**config.mk**
```make
export PLATFORM = sky130hd
export DESIGN_NAME = addmul_datapath
export DESIGN_NICKNAME = d
export VERILOG_FILES = /design/src/rtl/addmul_pkg.sv /design/src/rtl/amd_opnd_mux.sv /design/src/rtl/amd_result_unit.sv /design/src/rtl/amd_acc_reg.sv /design/src/rtl/amd_src_reg.sv /design/src/rtl/addmul_datapath.sv
export SDC_FILE = /design/constraint.sdc
export NUM_CORES = 1
export LEC_CHECK = 0
export ABC_AREA = 1
export BUFFER_PORTS_ARGS = -buffer_cell sky130_fd_sc_hd__buf_4
export CAP_MARGIN = 10
export CORE_MARGIN = 2
export CORE_UTILIZATION = 55
export DETAILED_ROUTE_END_ITERATION = 10
export HOLD_SLACK_MARGIN = 0.03
export PLACE_DENSITY_LB_ADDON = 0.3
export SETUP_SLACK_MARGIN = 0.5
export SYNTH_ARGS = -nofsm -noshare
export SYNTH_HDL_FRONTEND = slang
export SYNTH_SLANG_ARGS = --single-unit
export TNS_END_PERCENT = 10
```
**constraint.sdc**
```tcl
create_clock -name clk -period 14.1 [get_ports clk]
set_input_delay 3.525 -clock clk [delete_from_list [all_inputs] [get_ports clk]]
set_output_delay 3.525 -clock clk [all_outputs]
set_load 0.1 [all_outputs]
```
**src/rtl/addmul_pkg.sv**
```systemverilog
package addmul_pkg;

  typedef enum logic [1:0] {
    RES_SUM  = 2'd0,
    RES_BUS  = 2'd1,
    RES_SRC  = 2'd2,
    RES_PROD = 2'd3
  } res_sel_e;

  typedef enum logic [1:0] {
    ACC_CLEAR = 2'd0,
    ACC_KEEP  = 2'd1,
    ACC_LOAD  = 2'd2,
    ACC_KEEP2 = 2'd3
  } acc_op_e;

endpackage

```
**src/rtl/amd_opnd_mux.sv**
```systemverilog
module amd_opnd_mux #(
  parameter int W = 8
) (
  input  logic         pick_bus,
  input  logic [W-1:0] reg_val,
  input  logic [W-1:0] bus_val,
  output logic [W-1:0] y
);
  always_comb y = pick_bus ? bus_val : reg_val;
endmodule

```
**src/rtl/amd_result_unit.sv**
```systemverilog
module amd_result_unit
  import addmul_pkg::*;
#(
  parameter int W = 8
) (
  input  logic [W-1:0] add_opnd,
  input  logic [W-1:0] mul_opnd,
  input  logic [W-1:0] acc_val,
  input  logic [W-1:0] src_val,
  input  logic [W-1:0] bus_val,
  input  logic [1:0]   sel,
  output logic [W-1:0] y
);
  localparam int PW = 2 * W;

  logic [W-1:0]  sum;
  logic [PW-1:0] prod_full;

  always_comb begin
    sum       = add_opnd + acc_val;
    prod_full = PW'(mul_opnd) * PW'(acc_val);
  end

  always_comb begin
    case (res_sel_e'(sel))
      RES_SUM:  y = sum;
      RES_BUS:  y = bus_val;
      RES_SRC:  y = src_val;
      RES_PROD: y = prod_full[W-1:0];
      default:  y = sum;
    endcase
  end
endmodule

```
**src/rtl/amd_acc_reg.sv**
```systemverilog
module amd_acc_reg
  import addmul_pkg::*;
#(
  parameter int W = 8
) (
  input  logic         clk,
  input  logic         rst,
  input  logic [1:0]   op,
  input  logic [W-1:0] d,
  output logic [W-1:0] q
);
  always_ff @(posedge clk) begin
    if (rst) begin
      q <= '0;
    end else begin
      case (acc_op_e'(op))
        ACC_CLEAR: q <= '0;
        ACC_LOAD:  q <= d;
        default:   q <= q;
      endcase
    end
  end
endmodule

```
**src/rtl/amd_src_reg.sv**
```systemverilog
module amd_src_reg #(
  parameter int W = 8
) (
  input  logic         clk,
  input  logic         rst,
  input  logic         load,
  input  logic [W-1:0] d,
  output logic [W-1:0] q
);
  always_ff @(posedge clk) begin
    if (rst)       q <= '0;
    else if (load) q <= d;
  end
endmodule

```
**src/rtl/addmul_datapath.sv**
```systemverilog
module addmul_datapath #(
  parameter int W = 8
) (
  input  logic         clk,
  input  logic         rst,
  input  logic [W-1:0] din,
  input  logic         src_load,
  input  logic         add_sel,
  input  logic         mul_sel,
  input  logic [1:0]   res_sel,
  input  logic [1:0]   acc_op,
  output logic [W-1:0] acc_out
);
  localparam int NOPND = 2;

  logic [W-1:0] src_q;
  logic [W-1:0] acc_q;
  logic [W-1:0] result;
  logic [NOPND-1:0]        opnd_pick;
  logic [NOPND-1:0][W-1:0] opnd;

  assign opnd_pick = {mul_sel, add_sel};

  amd_src_reg #(.W(W)) u_src (
    .clk(clk), .rst(rst), .load(src_load), .d(din), .q(src_q)
  );

  for (genvar i = 0; i < NOPND; i++) begin : g_opnd
    amd_opnd_mux #(.W(W)) u_mux (
      .pick_bus(opnd_pick[i]),
      .reg_val (src_q),
      .bus_val (din),
      .y       (opnd[i])
    );
  end

  amd_result_unit #(.W(W)) u_res (
    .add_opnd(opnd[0]),
    .mul_opnd(opnd[1]),
    .acc_val (acc_q),
    .src_val (src_q),
    .bus_val (din),
    .sel     (res_sel),
    .y       (result)
  );

  amd_acc_reg #(.W(W)) u_acc (
    .clk(clk), .rst(rst), .op(acc_op), .d(result), .q(acc_q)
  );

  assign acc_out = acc_q;
endmodule

```
==> reports/metrics.cfg, run 1 <==
[run_status]
status=completed

[global_routing]
globalRouteTotalUtil_pct=28.7
grt_max_degree=17
antenna_found_initial=0
overflow=0
grt_pass1_wl_um=9890
grt_pass1_vias=2093

[detailed_routing]
drt_iter0_drc=189
via_count=2280
postRouteAntennaNets=0
avgViaCountPerCell=5.33
avgRoutedWirePerCell_um=13.9
drt-total-wl_um=5940
drcViolationCount=0
firstDrtPassIters=5

[floorplanning]
initial_core_util_pct=57.3
die_area_um2=4700
die_y_um=68.5
die_w_um=68.5
core_area_um2=4000
top_level_ports=25
num_rows=23

[critical_path]
cpMaxStageDelayCell=fa_1
worstPathArrival_ns=7.69
critPathMostFrequentCell=nand2_1
critPathLaunchType=input port
path_cells=buf_4 -> o21ai_1 -> nand2_1 -> fa_1 -> fa_1 -> inv_1 -> fa_1 -> inv_1 -> fa_1 -> inv_1 -> ha_1 -> a21oi_1 -> nand2_1 -> xor2_1 -> nand3_1 -> nand2_1 -> inv_1 -> nand2_1 -> nand3_1 -> nand2_1 -> nand2_1 -> a21oi_2
endpoint_kind=flop
slowest_delay_ns=0.54
path_class=in -> reg
required_ns=14.29
ff2ff_path_depth=22
reg2reg_setup_slack_ns=9.66
critPathMaxFanout=14

[yosys]
synth.net_count=409
synth-seq-cells=16
yosys_warnings=0
netlist-cell-type-count=28
ys_seq_area_share_pct=14.0
synthCells=356
synth_area_per_cell_um2=6.44
netlist_area_um2=2290

[power_and_ir_drop]
p_sw_w=0.0000593
switching_share_pct=39.4
p_clk_share_pct=28.7
p_int_w=0.0000912
p_leak_nw=1.35
p_total_w=0.000151
p_per_area_nw_per_um2=58.9
seqPwrFrac_pct=34.0
worst_ir_drop_vdd_v=0.0000465
comb_power_share_pct=37.4

[clock_network]
post-cts-setup-buffers=0
root_buffer=clkbuf_8
numCtsBuffers=3
cts_resized=0
cts_tree=built
clock_tree.buffer_depth=2
cts_hold_repair.buffers=0
cts.htree.levels=1
clk_pin_slew_ns=0.07
cts.sinks=16
clock_latency_ns=0.26

[timing]
max_slew.worst_pin.slew_ns=0.519
min_period_over_period_pct=53.2
relSlewSlack_pct=65.2
grt_setup_unrepaired=false
fin_worst_skew_ns=0.00353
hold_viol=0
final-setup-viol-count=0
timing.fmax_mhz=133
maxSlewViolCount=0
min_period_ns=7.50
fin_setup_tns_ns=0

[place]
place_hpwl_um=4880
place_congestion=0.914
portBuffers=24

[layout]
antennaDiodeCount=0
drive_gt1_share_pct=14.3
syn2layout_area_growth_pct=11.7
fin_nets=432

[min_path]
hold_depth=2
hold_class=reg -> reg

[job]
drv_cap=0

logic make-up (layout without fill, tap and decap cells):
logic type	Yosys count	in the layout	synth area share [%]
simple gates	154	154	29.8
buf+inv	83	105	13.9
compound gates	59	59	15.3
fa+ha+maj	36	36	23.9
flops	16	16	14.0
xor+xnor	8	8	3.06
per-stage QoR:
step	setup WS, ns	utilization (%)	instances	hold WS (ns)	instance area (um2)
after CTS	6.63	64.0	428	0.480	2560
after global routing	6.32	64.0	428	0.488	2560
after detailed placement	6.37	62.6	424	0.471	2500
after global placement	6.51	62.6	424	0.464	2500
after floorplan	6.81	-	356	0.456	2290
final	6.60	64.0	428	0.480	2560
power groups by stage:
stage	Combinational, W	Clock, W	Sequential (W)
global placement	0.0000544	0	0.0000521
CTS	0.0000558	0.0000432	0.0000512
floorplan	0.0000343	0	0.0000574
detailed placement	0.0000555	0	0.0000522
finish	0.0000563	0.0000432	0.0000511
global route	0.0000630	0.0000449	0.0000514
sequential cells by signal (all words and copies together), names as in the netlist:
name and count:
u_src.q 8, u_acc.q 8
worst max-delay path: cells and delay by family:
family | cells | cell delay, ns
adders and majority gates | 5 | 2.33
and+or+nand+nor | 8 | 0.65
AOI/OAI and AO/OA | 3 | 0.58
buffers and inverters | 5 | 0.36
xor gates and xnor gates | 1 | 0.22
cell type report:
cell class / count / area (um2)
clock buffer: 4 / 55.1
fill: 396 / 1440
inverter: 77 / 289
multi-input combinational: 257 / 1650
sequential: 16 / 320
tap: 50 / 62.6
timing repair buffer: 24 / 180
routing by layer:
metal | routed length [um] | up-vias | GRT usage [%] | share of wire (%)
li1 | - | 1162 | - | -
met1 | 2540 | 1009 | 39.4 | 43
met2 | 2780 | 97 | 48.1 | 47
met3 | 505 | 12 | 2.11 | 8.5
met4 | 116 | 0 | 9.00 | 2.0
met5 | 0 | - | 0 | 0
synth_stat cells (all sizes together):
| master | n | area share, % |
|---|---|---|
| a211oi | 8 | 2.6 |
| a21oi | 17 | 3.9 |
| buf | 2 | 0.66 |
| clkbuf | 4 | 0.66 |
| dfxtp | 16 | 14 |
| fa | 13 | 11 |
| ha | 23 | 13 |
| inv | 77 | 13 |
| nand2 | 96 | 18 |
| nand3 | 22 | 5.2 |
| nand3b | 1 | 0.33 |
| nand4 | 1 | 0.27 |
| nor2 | 33 | 5.6 |
| nor3 | 1 | 0.22 |
| o211ai | 8 | 2.6 |
| o21ai | 24 | 5.4 |
| o221ai | 2 | 0.76 |
| xnor2 | 5 | 1.9 |
| xor2 | 3 | 1.1 |
final timing paths:
| path | end | startpoint |
|---|---|---|
| worst max-delay path | u_acc.q[7] | mul_sel |
| worst min register to register | u_src.q[2] | u_src.q[2] |
| worst min-delay path | u_src.q[2] | u_src.q[2] |
| worst max register to register | u_acc.q[7] | u_src.q[1] |
cells in the final DEF, fill, tap and decap left out, drive strengths merged, types with 5 or more instances in the layout:
master  netlist  final
fa           13     13
dfxtp        16     16
o211ai        8      8
o21ai        24     24
nand2        96     96
nand3        22     22
a211oi        8      8
xnor2         5      5
buf           2     24
ha           23     23
nor2         33     33
inv          77     77
a21oi        17     17
No activity file was read; power rests on OpenSTA's default activity.
==> run 2, diff against run 1 <==
Clock period 14.1 ns to 7.05 ns, I/O delays scaled along.
==> reports/metrics.cfg, run 2 (synthesized netlist as in run 1, its figures left out) <==
[min_path]
hold_depth=2  ; unchanged
whs_endpoint=u_src.q[2]
hold_class=reg -> reg
hp-start=u_src.q[2]

[global_routing]
overflow=0  ; unchanged
globalRouteTotalUtil_pct=29.3  ; +0.58 points
antenna_found_initial=0  ; unchanged
grt_max_degree=17  ; unchanged
grt_pass1_wl_um=10200  ; +2.9%
grt_pass1_vias=2201  ; +5.2%

[clock_network]
clk_pin_slew_ns=0.07  ; about the same
cts.htree.levels=1  ; unchanged
clock_latency_ns=0.25  ; about the same
numCtsBuffers=3  ; unchanged
root_buffer=clkbuf_8
clock_tree.buffer_depth=2  ; unchanged
cts_tree=built
post-cts-setup-buffers=0  ; unchanged
cts_hold_repair.buffers=0  ; unchanged
cts.sinks=16  ; unchanged
cts_resized=0  ; unchanged

[critical_path]
endpoint_kind=flop
critPathLaunchType=input port
worstSetupStartpoint=mul_sel
path_class=in -> reg
critPathMaxFanout=14  ; unchanged
ff2ff_path_depth=22  ; unchanged
required_ns=7.24  ; -7.05 ns
reg2reg_to=u_acc.q[7]
reg2reg_setup_slack_ns=2.64  ; -7.02 ns
worstPathArrival_ns=5.91  ; -1.78 ns
reg2reg_from=u_src.q[1]

[power_and_ir_drop]
p_per_area_nw_per_um2=117  ; +100%
worst_ir_drop_vdd_v=0.0000923  ; +98%
p_leak_nw=1.35  ; unchanged

[floorplanning]
core_area_um2=4000  ; unchanged
die_area_um2=4700  ; unchanged
die_w_um=68.5  ; unchanged
num_rows=23  ; unchanged
initial_core_util_pct=57.3  ; unchanged
die_y_um=68.5  ; unchanged
top_level_ports=25  ; unchanged

[layout]
syn2layout_area_growth_pct=11.7  ; unchanged
n_fill_cell=380  ; -4.0%
multi_input_area_um2=1650  ; unchanged
seq_area_um2=320  ; unchanged
finish.instance_area_um2=2560  ; unchanged
final_common_cell=nand2_1
antennaDiodeCount=0  ; unchanged
drive_gt1_share_pct=14.3  ; unchanged
layout_common_cells=nand2_1 (80), inv_1 (73), nor2_1 (31)
reg_top3=u_acc.q (8), u_src.q (8)
fin_nets=432  ; unchanged

[detailed_routing]
drt_iter0_drc=186  ; -1.6%
drcViolationCount=0  ; unchanged
via_count=2293  ; +0.57%
avgViaCountPerCell=5.36  ; +0.57%
firstDrtPassIters=5  ; unchanged
avgRoutedWirePerCell_um=14.2  ; +1.9%
postRouteAntennaNets=0  ; unchanged
drt-total-wl_um=6060  ; +1.9%

[timing]
final-setup-viol-count=0  ; unchanged
min_period_over_period_pct=81.0
relSlewSlack_pct=63.1  ; -2.2 points
min_period_ns=5.71
hold_viol=0  ; unchanged
fin_setup_tns_ns=0  ; unchanged
finalWorstSetupSlack_ns=1.34  ; -5.27 ns
max_slew.worst_pin.slew_ns=0.552  ; +0.0322 ns
hold_ws_ns=0.479  ; -0.00103 ns
fin_worst_skew_ns=0.00344  ; -0.0000919 ns
timing.fmax_mhz=175
grt_setup_unrepaired=false
maxSlewViolCount=0  ; unchanged

[place]
portBuffers=24  ; unchanged
place_congestion=0.914  ; about the same
postPlaceCellArea_um2=2500  ; unchanged
place_hpwl_um=4880  ; about the same
place_ws_ns=1.08  ; -5.29 ns

[job]
drv_cap=0  ; unchanged

[run_status]
status=completed

-- run 2: cell counts in the layout (fill, tap and decap cells not counted) --
Identical to the previous run, type by type.
-- run 2: per-stage QoR --
step / total power [W] / util (%) / std cells
after floorplan: 0.000183 / - / 356
after global placement: 0.000213 / 62.6 / 424
after detailed placement: 0.000215 / 62.6 / 424
after CTS: 0.000301 / 64.0 / 428
after global routing: 0.000320 / 64.0 / 428
final: 0.000301 / 64.0 / 428
-- run 2: critical path: stages --
cell and delay (ns):
buf_4 0.18, o21ai_1 0.34, nand2_1 0.15, fa_1 0.47, fa_1 0.54, inv_1 0.05, fa_1 0.48, inv_1 0.05
fa_1 0.52, inv_1 0.04, ha_1 0.32, a21oi_1 0.13, nand2_1 0.08, xor2_1 0.22, nand3_1 0.10, nand2_1 0.09
inv_1 0.04, nand2_1 0.05, nand3_1 0.06, nand2_1 0.06, nand2_1 0.06, a21oi_2 0.10
-- run 2: area by class of cell --
cell class                      count  area share [%]
Inverter                           77            11.3
Tap cell                           50            2.44
Clock buffer                        4            2.15
Multi-Input combinational cell    257            64.5
Sequential cell                    16            12.5
Timing Repair Buffer               24            7.04
-- run 2: how the worst max path moves through the flow --
| stage | to | slack (ns) | depth (start not counted) |
|---|---|---|---|
| floorplan | u_acc.q[7] | 1.53 | 23 |
| global placement | u_acc.q[7] | 1.22 | 21 |
| finish | u_acc.q[7] | 1.34 | 22 |
| global route | u_acc.q[7] | 1.01 | 26 |
| CTS | u_acc.q[7] | 1.33 | 22 |
| detailed placement | u_acc.q[7] | 1.08 | 22 |
-- run 2: metal layers --
metal / track usage, % / wire length (um)
met5: 0 / 0
met4: 10.5 / 154
met3: 3.41 / 456
met2: 48.2 / 2780
met1: 39.6 / 2670
-- run 2: where the power goes --
group          switching (W)  internal (W)  total [W]
logic              0.0000758     0.0000373   0.000113
clock network      0.0000356     0.0000496  0.0000853
registers         0.00000691     0.0000954   0.000102
==> run 3, diff against run 2 <==
Settings changed: ABC_AREA 1 to 0.
Clock period 7.05 ns to 5.6 ns, I/O delays scaled along.
==> reports/metrics.cfg, run 3 <==
[place]
place_hpwl_um=3940  ; -19%
portBuffers=24  ; unchanged
numPlacedInstances=309  ; -27%
place_congestion=0.877  ; -4.0%

[floorplanning]
die_y_um=66.1  ; -3.5%
top_level_ports=25  ; unchanged
core_area_um2=3690  ; -7.8%
num_rows=22  ; -4.3%
initial_core_util_pct=57.6  ; +0.29 points
die_w_um=66.1  ; -3.5%
die_area_um2=4370  ; -6.9%

[clock_network]
clock_latency_ns=0.25  ; about the same
cts.sinks=16  ; unchanged
cts_tree=built
clock_tree.buffer_depth=2  ; unchanged
root_buffer=clkbuf_8
cts.htree.levels=1  ; unchanged
cts_hold_repair.buffers=0  ; unchanged
clk_pin_slew_ns=0.06  ; about the same
numCtsBuffers=3  ; unchanged

[critical_path]
worstPathArrival_ns=5.08  ; -0.83 ns
required_ns=5.79  ; -1.45 ns
reg2reg_setup_slack_ns=1.60  ; -1.04 ns
worstSetupStartpoint=mul_sel
path_class=in -> reg
endpoint=u_acc.q[7]
endpoint_kind=flop
reg2reg_to=u_acc.q[7]
critPathLaunchType=input port
critPathMaxFanout=10  ; -4
reg2reg_from=u_src.q[0]
ff2ff_path_depth=17  ; -23%

[yosys]
synth_edf_count=0  ; unchanged
synth_top_area_share_pct=15.1  ; +1.1 points
synth-seq-cells=16  ; unchanged
synth_flop_cell=dfxtp_1
synth_common_cells=inv_1 (27), nand2_1 (27), ha_1 (23)
netlist-cell-type-count=38  ; +36%
synth_top_cell_by_area=dfxtp_1
synth_area_per_cell_um2=8.67  ; +35%
async_reset_ff_share_pct=0  ; unchanged
yosys_warnings=0  ; unchanged
synth_area_leaders=dfxtp_1 (15%), ha_1 (14%), fa_1 (12%), xnor2_1 (6.2%), mux2_2 (5.8%)
synthCells=245  ; -31%
ys_seq_area_share_pct=15.1  ; +1.1 points
netlist_area_um2=2120  ; -7.3%
synth.net_count=298  ; -27%

[timing]
relSlewSlack_pct=65.5  ; +2.5 points
max_slew.worst_pin.slew_ns=0.516  ; -0.0358 ns
min_period_over_period_pct=87.3
hold_viol=0  ; unchanged
fin_worst_skew_ns=0.00102  ; -0.00242 ns
final-setup-viol-count=0  ; unchanged
maxSlewViolCount=0  ; unchanged
timing.fmax_mhz=205
fin_setup_tns_ns=0  ; unchanged
grt_setup_unrepaired=false
min_period_ns=4.89

[layout]
stdcell_count=313  ; -27%
fin_nets=320  ; -26%
antennaDiodeCount=0  ; unchanged
layout_common_cells=nand2_1 (25), inv_1 (24), buf_4 (24)
syn2layout_area_growth_pct=17.5
drive_gt1_share_pct=24.2  ; +9.9 points
final_common_cell=nand2_1
reg_top3=u_acc.q (8), u_src.q (8)

[detailed_routing]
drcViolationCount=0  ; unchanged
via_count=1756  ; -23%
avgRoutedWirePerCell_um=16.4  ; +16%
postRouteAntennaNets=0  ; unchanged
drt-total-wl_um=5130  ; -15%
firstDrtPassIters=4  ; -1
avgViaCountPerCell=5.61  ; +4.7%
drt_iter0_drc=71  ; -62%

[power_and_ir_drop]
p_leak_nw=1.20  ; -11%
worst_ir_drop_vdd_v=0.000147  ; +59%
p_per_area_nw_per_um2=143  ; +22%

[job]
drv_cap=0  ; unchanged

[min_path]
hold_class=reg -> reg

[run_status]
status=completed

[global_routing]
grt_max_degree=17  ; unchanged
grt_pass1_wl_um=8140  ; -20%
antenna_found_initial=0  ; unchanged
grt_pass1_vias=1692  ; -23%
overflow=0  ; unchanged
globalRouteTotalUtil_pct=25.1  ; -4.2 points

==> run 3: how the worst min path moves through the flow <==
stage | slack, ns | to | from | cells past startpoint
CTS | 0.54 | u_acc.q[7] | u_acc.q[7] | 2
global placement | 0.52 | u_src.q[5] | u_src.q[5] | 2
floorplan | 0.50 | u_src.q[1] | u_src.q[1] | 2
global route | 0.56 | u_acc.q[7] | u_acc.q[7] | 2
finish | 0.52 | u_acc.q[7] | u_acc.q[7] | 2
detailed placement | 0.53 | u_acc.q[7] | u_acc.q[7] | 2
==> run 3: through the flow <==
step | setup WS (ns) | total power, W | cell area [um2] | hold WS, ns | util (%)
after floorplan | 0.512 | 0.000227 | 2170 | 0.496 | -
after global routing | 0.476 | 0.000374 | 2490 | 0.557 | 67.6
final | 0.710 | 0.000357 | 2490 | 0.519 | 67.6
after CTS | 0.514 | 0.000350 | 2420 | 0.539 | 65.6
after global placement | 0.314 | 0.000258 | 2370 | 0.525 | 64.2
after detailed placement | 0.255 | 0.000261 | 2370 | 0.530 | 64.2
==> run 3: layer usage <==
metal / GRT usage [%] / vias to the layer above / routed length (um)
li1: - / 859 / -
met2: 44.4 / 37 / 2590
met5: 0 / - / 0
met3: 2.56 / 4 / 206
met4: 7.65 / 0 / 60
met1: 32.0 / 856 / 2270
==> run 3: area by class of cell <==
class / count / area, um2
clock buffer: 3 / 41.3
inverter: 27 / 101
timing repair buffer: 25 / 200
multi-input combinational: 194 / 1770
sequential: 16 / 320
tap: 48 / 60.1
fill: 317 / 1190
==> run 3: critical path: stages <==
cell	delay, ns
buf_12	0.12
mux2i_4	0.20
nand2b_4	0.16
fa_2	0.40
inv_2	0.07
fa_1	0.38
ha_1	0.28
inv_1	0.05
fa_1	0.53
inv_1	0.06
ha_4	0.25
a21o_1	0.18
a21oi_4	0.15
xnor2_1	0.14
xnor3_1	0.24
o311ai_2	0.21
nand4b_1	0.12
a21oi_1	0.14
==> run 3: power breakdown <==
group / internal (W) / switching (W)
clock network: 0.0000478 / 0.0000420
logic: 0.0000601 / 0.0000770
registers: 0.000120 / 0.0000102
total: 0.000228 / 0.000129
==> run 3: cells by family after synthesis <==
| family | share of synthesized area [%] |
|---|---|
| xor gates and xnor gates | 10.1 |
| DFF | 15.1 |
| adders and majority gates | 25.8 |
| and+or+nand+nor | 15.1 |
| muxes | 15.3 |
| buffers and inverters | 6.54 |
| AOI/OAI and AO/OA | 12.0 |
==> run 3: timing repair <==
item	4_1_cts	5_1_grt
pin swaps	0	13
setup buffers	0	1
endpoints found under the setup margin	1	1
gates resized for setup	1	13
